===== src/rtl/sadc_pkg.sv =====
// Package for the serial converter interface.
// Holds the shared pin-event type and the default sizes used by the modules.
package sadc_pkg;
    localparam int DEF_DATA_W     = 14;
    localparam int DEF_FRAME_CLKS = 18;
    localparam int DEF_ACQ_CYCLES = 20;
    localparam int DEF_SYNC_STG   = 2;

    // Synchronised pin level together with its one-cycle edge strobes.
    typedef struct packed {
        logic level;
        logic rise;
        logic fall;
    } pin_evt_t;
endpackage


===== src/rtl/sadc_pin_sync.sv =====
// Pin synchroniser and edge detector.
// Passes an asynchronous pin through STAGES flops, then compares the result
// with its previous value to make one-cycle rise and fall strobes.
// Assumes the pin stays at each level for longer than STAGES+1 system clocks.
module sadc_pin_sync
    import sadc_pkg::*;
#(
    parameter int STAGES  = DEF_SYNC_STG,
    parameter bit RST_VAL = 1'b1
) (
    input  logic     clk,
    input  logic     rst_n,
    input  logic     pin,
    output pin_evt_t evt
);
    logic [STAGES-1:0] chain;
    logic              prev;

    // Synchroniser chain plus the register that holds the previous level.
    always_ff @(posedge clk) begin
        if (!rst_n) begin
            chain <= {STAGES{RST_VAL}};
            prev  <= RST_VAL;
        end else begin
            chain <= {chain[STAGES-2:0], pin};
            prev  <= chain[STAGES-1];
        end
    end

    // Turn the synchronised level into edge strobes.
    always_comb begin
        evt.level = chain[STAGES-1];
        evt.rise  = chain[STAGES-1] & ~prev;
        evt.fall  = ~chain[STAGES-1] & prev;
    end
endmodule


===== src/rtl/sadc_frame_ctl.sv =====
// Frame controller.
// Counts serial-clock falling edges while a frame is open, saturating at
// FRAME_CLKS. Starts the acquisition timer on the last counted edge and
// flags a frame that opens while the timer is still running.
// Assumes a chip-select fall and a serial-clock fall never share a cycle.
module sadc_frame_ctl
    import sadc_pkg::*;
#(
    parameter int FRAME_CLKS = DEF_FRAME_CLKS,
    parameter int ACQ_CYCLES = DEF_ACQ_CYCLES
) (
    input  logic clk,
    input  logic rst_n,
    input  logic frame_on,
    input  logic cs_fall,
    input  logic sclk_fall,
    output logic started,
    output logic frame_full,
    output logic acq_active,
    output logic acq_violation
);
    localparam int CNT_W = $clog2(FRAME_CLKS + 1);
    localparam int TMR_W = $clog2(ACQ_CYCLES + 1);
    localparam logic [CNT_W-1:0] LAST = CNT_W'(FRAME_CLKS);

    logic [CNT_W-1:0] fall_cnt;
    logic [TMR_W-1:0] acq_tmr;
    logic             last_edge;

    assign last_edge  = frame_on && sclk_fall && (fall_cnt == LAST - 1'b1);
    assign started    = (fall_cnt != '0);
    assign frame_full = (fall_cnt == LAST);
    assign acq_active = (acq_tmr != '0);

    // Falling-edge counter: cleared when a frame opens, saturates at LAST.
    always_ff @(posedge clk) begin
        if (!rst_n)
            fall_cnt <= '0;
        else if (cs_fall)
            fall_cnt <= '0;
        else if (frame_on && sclk_fall && fall_cnt != LAST)
            fall_cnt <= fall_cnt + 1'b1;
    end

    // Acquisition timer: loaded on the last edge, then counts down to zero.
    always_ff @(posedge clk) begin
        if (!rst_n)
            acq_tmr <= '0;
        else if (last_edge)
            acq_tmr <= TMR_W'(ACQ_CYCLES);
        else if (acq_tmr != '0)
            acq_tmr <= acq_tmr - 1'b1;
    end

    // Violation flag: decided again at every frame opening.
    always_ff @(posedge clk) begin
        if (!rst_n)
            acq_violation <= 1'b0;
        else if (cs_fall)
            acq_violation <= acq_active;
    end

    always_ff @(posedge clk) begin
        assert_cnt_cap_R6: assert (!rst_n || fall_cnt <= LAST)
            else $error("fall counter passed the frame length");
    end

    assert_acq_start_R6: assert property (@(posedge clk) disable iff (!rst_n)
        last_edge |=> acq_active);

    assert_extra_fall_R6: assert property (@(posedge clk) disable iff (!rst_n)
        (frame_full && sclk_fall && !cs_fall) |=> $stable(fall_cnt));

    assert_violation_R8: assert property (@(posedge clk) disable iff (!rst_n)
        (cs_fall && acq_active) |=> acq_violation);
endmodule


===== src/rtl/sadc_shift_out.sv =====
// Output shifter.
// When a frame opens, the result queued by the previous frame moves into the
// shift register and a new result is taken from the conversion port.
// A bit is shifted out on each rising edge that comes after the frame's first
// falling edge, and zeros fill the register behind the data. When the frame
// closes, the queued result is marked valid only if the frame was complete.
module sadc_shift_out
    import sadc_pkg::*;
#(
    parameter int DATA_W = DEF_DATA_W
) (
    input  logic              clk,
    input  logic              rst_n,
    input  logic              frame_on,
    input  logic              cs_fall,
    input  logic              cs_rise,
    input  logic              sclk_rise,
    input  logic              started,
    input  logic              frame_full,
    input  logic [DATA_W-1:0] conv_data,
    output logic              sdo_q,
    output logic              pend_ok
);
    logic [DATA_W-1:0] pend_data;
    logic [DATA_W-1:0] shreg;

    // Result queue: swapped at frame opening; cleared by reset so the first frame sends zeros.
    always_ff @(posedge clk) begin
        if (!rst_n) begin
            pend_data <= '0;
            shreg     <= '0;
        end else if (cs_fall) begin
            shreg     <= pend_data;
            pend_data <= conv_data;
        end else if (frame_on && sclk_rise && started) begin
            shreg     <= {shreg[DATA_W-2:0], 1'b0};
        end
    end

    // Serial output bit: leading zero at opening, data on qualified rising edges.
    always_ff @(posedge clk) begin
        if (!rst_n)
            sdo_q <= 1'b0;
        else if (cs_fall || !frame_on)
            sdo_q <= 1'b0;
        else if (sclk_rise && started)
            sdo_q <= shreg[DATA_W-1];
    end

    // Validity of the queued result, decided when the frame closes.
    always_ff @(posedge clk) begin
        if (!rst_n)
            pend_ok <= 1'b1;
        else if (cs_rise)
            pend_ok <= frame_full;
    end

    assert_idle_low_R1: assert property (@(posedge clk) disable iff (!rst_n)
        !frame_on |=> !sdo_q);

    assert_lead_zero_R2: assert property (@(posedge clk) disable iff (!rst_n)
        cs_fall |=> !sdo_q);

    assert_no_early_shift_R9: assert property (@(posedge clk) disable iff (!rst_n)
        (frame_on && !started && !cs_fall) |=> $stable(shreg));

    assert_short_frame_R7: assert property (@(posedge clk) disable iff (!rst_n)
        (cs_rise && !frame_full) |=> !pend_ok);
endmodule


===== src/rtl/sadc_serial_if.sv =====
// Top level of the serial converter interface.
// Synchronises chip-select and the serial clock into clk, then drives the
// frame controller and the output shifter. The data pad is enabled only while
// the synchronised chip-select is low.
// Assumes clk runs at least eight times faster than the serial clock.
module sadc_serial_if
    import sadc_pkg::*;
#(
    parameter int DATA_W     = DEF_DATA_W,
    parameter int FRAME_CLKS = DEF_FRAME_CLKS,
    parameter int ACQ_CYCLES = DEF_ACQ_CYCLES,
    parameter int SYNC_STG   = DEF_SYNC_STG
) (
    input  logic              clk,
    input  logic              rst_n,
    input  logic              cs_n_in,
    input  logic              sclk_in,
    input  logic [DATA_W-1:0] conv_data,
    output logic              sdo,
    output logic              sdo_oe,
    output logic              next_valid,
    output logic              acq_active,
    output logic              acq_violation
);
    pin_evt_t cs_evt;
    pin_evt_t sclk_evt;
    logic     frame_on;
    logic     started;
    logic     frame_full;
    logic     sdo_q;

    sadc_pin_sync #(.STAGES(SYNC_STG), .RST_VAL(1'b1)) u_cs_sync (
        .clk(clk), .rst_n(rst_n), .pin(cs_n_in), .evt(cs_evt));

    sadc_pin_sync #(.STAGES(SYNC_STG), .RST_VAL(1'b1)) u_sclk_sync (
        .clk(clk), .rst_n(rst_n), .pin(sclk_in), .evt(sclk_evt));

    assign frame_on = ~cs_evt.level;

    sadc_frame_ctl #(.FRAME_CLKS(FRAME_CLKS), .ACQ_CYCLES(ACQ_CYCLES)) u_ctl (
        .clk(clk), .rst_n(rst_n), .frame_on(frame_on),
        .cs_fall(cs_evt.fall), .sclk_fall(sclk_evt.fall),
        .started(started), .frame_full(frame_full),
        .acq_active(acq_active), .acq_violation(acq_violation));

    sadc_shift_out #(.DATA_W(DATA_W)) u_shift (
        .clk(clk), .rst_n(rst_n), .frame_on(frame_on),
        .cs_fall(cs_evt.fall), .cs_rise(cs_evt.rise), .sclk_rise(sclk_evt.rise),
        .started(started), .frame_full(frame_full), .conv_data(conv_data),
        .sdo_q(sdo_q), .pend_ok(next_valid));

    assign sdo    = sdo_q & frame_on;
    assign sdo_oe = frame_on;

    assert_pad_idle_R1: assert property (@(posedge clk) disable iff (!rst_n)
        !sdo_oe |-> !sdo);
endmodule


===== config.mk =====
export PLATFORM = sky130hd
export DESIGN_NAME = sadc_serial_if
export DESIGN_NICKNAME = d
export VERILOG_FILES = /design/src/rtl/sadc_pkg.sv /design/src/rtl/sadc_pin_sync.sv /design/src/rtl/sadc_frame_ctl.sv /design/src/rtl/sadc_shift_out.sv /design/src/rtl/sadc_serial_if.sv
export SDC_FILE = /design/constraint.sdc
export NUM_CORES = 1
export LEC_CHECK = 0
export ABC_AREA = 1
export CAP_MARGIN = 20
export CORE_MARGIN = 4
export CORE_UTILIZATION = 40
export DETAILED_ROUTE_END_ITERATION = 10
export PLACE_DENSITY = 0.68
export SLEW_MARGIN = 30
export SYNTH_ARGS = -nofsm -noshare
export SYNTH_HDL_FRONTEND = slang
export SYNTH_HIERARCHICAL = 1
export SYNTH_SLANG_ARGS = --single-unit

===== constraint.sdc =====
create_clock -name clk -period 1.9 [get_ports clk]
set_input_delay 0.38 -clock clk [delete_from_list [all_inputs] [get_ports clk]]
set_output_delay 0.38 -clock clk [all_outputs]
set_load 0.05 [all_outputs]

### Yosys cells after proc, flatten, opt, wreduce, memory -nomap -nowiden

Index checks and enable logic that the tools add are counted.
Widths: inputs -> output; s select.

| operators by class | value |
|---|---|
| $add $sub $neg | 2 |
| reduce and logical (&&, ||, !) cells | 14 |
| bitwise gates (word level) | 10 |
| mux-type cells | 4 |
| eq/ne operators | 3 |

Operator list:

| cell | count |
|---|---|
| $mux 14 | 2 |
| $eq 5x5->1 const B | 2 |
| $mux 5 | 2 |
| $reduce_bool 5->1 | 2 |
| $logic_and 1x1->1 | 6 |
| $reduce_or 2->1 | 3 |
| $add 5x1->5 const B | 1 |
| $and 1x1->1 | 5 |
| $ne 5x5->1 const B | 1 |
| $not 1->1 | 5 |
| $sub 5x1->5 const B | 1 |
| $reduce_bool 2->1 | 2 |
| $logic_or 1x1->1 | 1 |

| word-level totals | value |
|---|---|
| output and inout port bits | 5 |
| logic and storage cells | 45 |
| register bits after elaboration | 47 |
| input bits | 18 |

### Longest topological paths before layout

| depth | value |
|---|---|
| depth after elaboration | 6 |
| gate-level depth with buffers | 9 |
| depth with buffers taken out | 9 |

### By module

The synthesis kept the hierarchy.

By module, submodules not included:

| module | instances | cells each | sequential area each (sq um) | area an instance (sq um) |
|---|---|---|---|---|
| sadc_shift_out | 1 | 176 | 600.6 | 1332.5 |
| sadc_frame_ctl | 1 | 95 | 220.2 | 669.4 |
| sadc_pin_sync | 2 | 13 | 60.1 | 101.3 |
| sadc_serial_if | 1 | 3 | 0.0 | 13.8 |

### Worst setup path after synthesis

Ideal clock, no wire load.

| timing path | value |
|---|---|
| path type | flip-flop to flip-flop |
| start | register u_ctl.acq_tmr[0] |
| end | register u_ctl.acq_tmr[0] |
| path slack | 321 ps |
| required time | 1791 ps |
| arrival | 1471 ps |
| path buffers | 0 |
| setup time | 109 ps |
| stages on the path, launching flop included | 8 |
| period minus slack after synthesis | 1579 ps |
| cell sequence | dfxtp_1 -> inv_1 -> ha_1 -> nand4_1 -> nand2_1 -> nand2_1 -> nand2_1 -> inv_1 |

| between the ends | value |
|---|---|
| cells in the longest elaborated chain, start to end | 1 |
| elaborated cells between the ends (all ways) | 2 |
| those cells by class | 1 x add/sub; 1 x reduce/logical |

Ends and longest elaborated chain:

| what | RTL line | source |
|---|---|---|
| start: declaration | sadc_frame_ctl.sv:27 | `logic [TMR_W-1:0] acq_tmr;` |
| start signal: assignment | sadc_frame_ctl.sv:50 | `acq_tmr <= TMR_W'(ACQ_CYCLES);` |
| start signal: assignment | sadc_frame_ctl.sv:52 | `acq_tmr <= acq_tmr - 1'b1;` |
| $reduce_bool 5->1 | - |  |
| named net acq_active | sadc_serial_if.sv:22 | `output logic acq_active,` |

The timed path passes the listed nets, and every way through them passes these cells.
A chain may end at the register's enable or synchronous reset.

### Worst setup path after layout

| timing path | value |
|---|---|
| start | register u_shift.pend_ok |
| end | output port next_valid |

RTL lines:

| what | RTL line | source |
|---|---|---|
| start: declaration | sadc_shift_out.sv:22 | `output logic pend_ok` |
| start signal: assignment | sadc_shift_out.sv:55 | `pend_ok <= frame_full;` |
| end: declaration | sadc_serial_if.sv:21 | `output logic next_valid,` |

No word-level cell between the ends.

==> results_dict.tcl <==
set metrics [dict create \
    status "complete, no violations" \
    r2r-start "u_ctl/fall_cnt[0]" \
    path_clk_slew_ns 0.09 \
    dr_total_vias 1812 \
    clock_skew_ns 0.00756 \
    fp.dieArea_um2 6780 \
    io_buffers 22 \
    final_common_cell "nand2_1" \
    max_freq_mhz 546 \
    row_count 26 \
    die_h_um 82.3 \
    r2r_end "u_shift/shreg[1]" \
    drc 0 \
    wl_um 4180 \
    avgSynthCellArea_um2 7.39 \
    postCtsHoldBufs 0 \
    antenna_found_initial 0 \
    synth_area_um2 2210 \
    clockBufferDepth 2 \
    peakVddDrop_v 0.000718 \
    fillCellCount 498 \
    critPathKind "register to output pin" \
    worst_ep_required_time_ns 1.52 \
    numCtsBuffers 5 \
    grt_pass1_vias 1631 \
    fin_setup_tns_ns 0 \
    dp_cells 385 \
    slowest_delay_ns 0.81 \
    path_delay_family "buffers and inverters" \
    die_width_um 82.3 \
    hold_depth 2 \
    area_growth_pct 16.7 \
    post-route-util 0.493 \
    ant_nets 0 \
    worstPathArrival_ns 1.45 \
    crit_path_max_fanout 2 \
    h-tree-depth 2 \
    finalCritPeriodShare 0.964 \
    cts_num_sinks 47 \
    start_util 0.422 \
    syn_inst 299 \
    power_density_nw_per_um2 827 \
    worstHoldStart "u_cs_sync/chain[0]" \
    clock_latency_ns 0.30 \
    via_per_inst 4.60 \
    place_congestion 0.824 \
    hpwl_um 2940 \
    reg2reg_setup_slack_ns 0.40 \
    nNetsFinal 346 \
    start_kind "register" \
    worstSetupEndpointType "output pin" \
    layout_common_cells "73 x nand2_1, 47 x dfxtp_1, 42 x nor2_1, 32 x inv_1, 23 x nand3_1" \
    routedWlPerCell_um 10.6 \
    hold_class "register to register" \
    grt_pass1_wl_um 7250 \
    final_cells 394 \
    power_leakage_nw 1.14 \
    cts_resized 0 \
    overflow 0 \
    max_cap_violations 0 \
    diodes 0 \
    final_cell_area_um2 2580 \
    reg2reg_depth 7 \
    internal_power_w 0.00151 \
    drive_above_1_share 0.157 \
    dr.pass1.iters 4 \
    hold_viol_final 0 \
    grt_util_all_layers 0.136 \
    period_minus_slack_ns 1.83 \
    clockPowerShare 0.272 \
    worst-path-buf-inv 1 \
    cts_tree "done" \
    ios 23 \
    crit_cells 1 \
    clockRootBuffer "clkbuf_8" \
    yosys_warnings 6 \
    drtIter0Drc 78 \
    synth_fp_nets 322 \
    core_um2 5240 \
    cts_setup_buffers 0 \
    p_seq_frac 0.499 \
    path_cells "clkdlybuf4s50_1" \
    slew_viol_final 0 \
    cp_slowest_cell "clkdlybuf4s50_1" \
    power_w 0.00213 \
    maxSlewHeadroom 0.671 \
    worstMarginPinSlew_ns 0.493 \
    swShare 0.292 \
    rsz0062_at_grt "no" \
    grt_max_degree 29 \
    whs_endpoint "u_cs_sync/chain[1]" \
    setup_viol 0 \
    combinationalPowerShare 0.229 \
    placed_area_um2 2490 \
    power.switching_w 0.000624 \
]
area by class of cell:
type                       instances  area (um2)  area share
multi-input combinational        206        1050       0.408
sequential                        47         941       0.365
timing repair buffer              29         290       0.113
inverter                          34         128      0.0495
tap                               70        87.6      0.0339
clock buffer                       7        76.3      0.0296
clock inverter                     1        5.00     0.00194
worst min-delay path, delay by kind of cell (launching register included):
family,cells,cell delay (ns)
buffers and inverters,1,0.03
DFF,1,0.31
and+or+nand+nor,1,0.04
power groups by stage:
stage / sequential (W) / combinational, W / clock (W)
finish: 0.00106 / 0.000490 / 0.000580
global route: 0.00107 / 0.000545 / 0.000638
detailed placement: 0.00109 / 0.000469 / 0
CTS: 0.00106 / 0.000470 / 0.000599
global placement: 0.00109 / 0.000461 / 0
floorplan: 0.00109 / 0.000309 / 0
metrics by stage:
stage	hold slack [ns]	setup slack [ns]
after floorplan	0.380	0.321
after global placement	0.389	0.188
after detailed placement	0.389	0.165
after CTS	0.409	0.0462
after global routing	0.430	0.0230
final	0.411	0.0676
worst max-delay path by stage:
stage,to,slack (ns),startpoint
2_1_floorplan,u_ctl/acq_tmr[0],0.32,u_ctl/acq_tmr[0]
3_3_place_gp,u_ctl/fall_cnt[0],0.19,rst_n
3_5_place_dp,u_ctl/fall_cnt[0],0.17,rst_n
4_1_cts,next_valid,0.05,u_shift/pend_ok
5_1_grt,next_valid,0.02,u_shift/pend_ok
6_report,next_valid,0.07,u_shift/pend_ok
metal layers:
metal	GRT usage	up-vias	part of all wire
li1	-	976	-
met1	0.184	800	0.51
met2	0.209	31	0.44
met3	0.0336	5	0.038
met4	0.0498	0	0.016
met5	0	-	0
registers in the layout, summed over array words and instances, names as in the netlist:
register and flops:
u_shift/pend_data 14, u_ctl/acq_violation 1, u_sclk_sync/prev 1, u_shift/shreg 14
u_cs_sync/prev 1, u_shift/pend_ok 1, u_ctl/fall_cnt 5, u_sclk_sync/chain 2
u_ctl/acq_tmr 5, u_cs_sync/chain 2, u_shift/sdo_q 1
(Power assumes the default switching activity.)
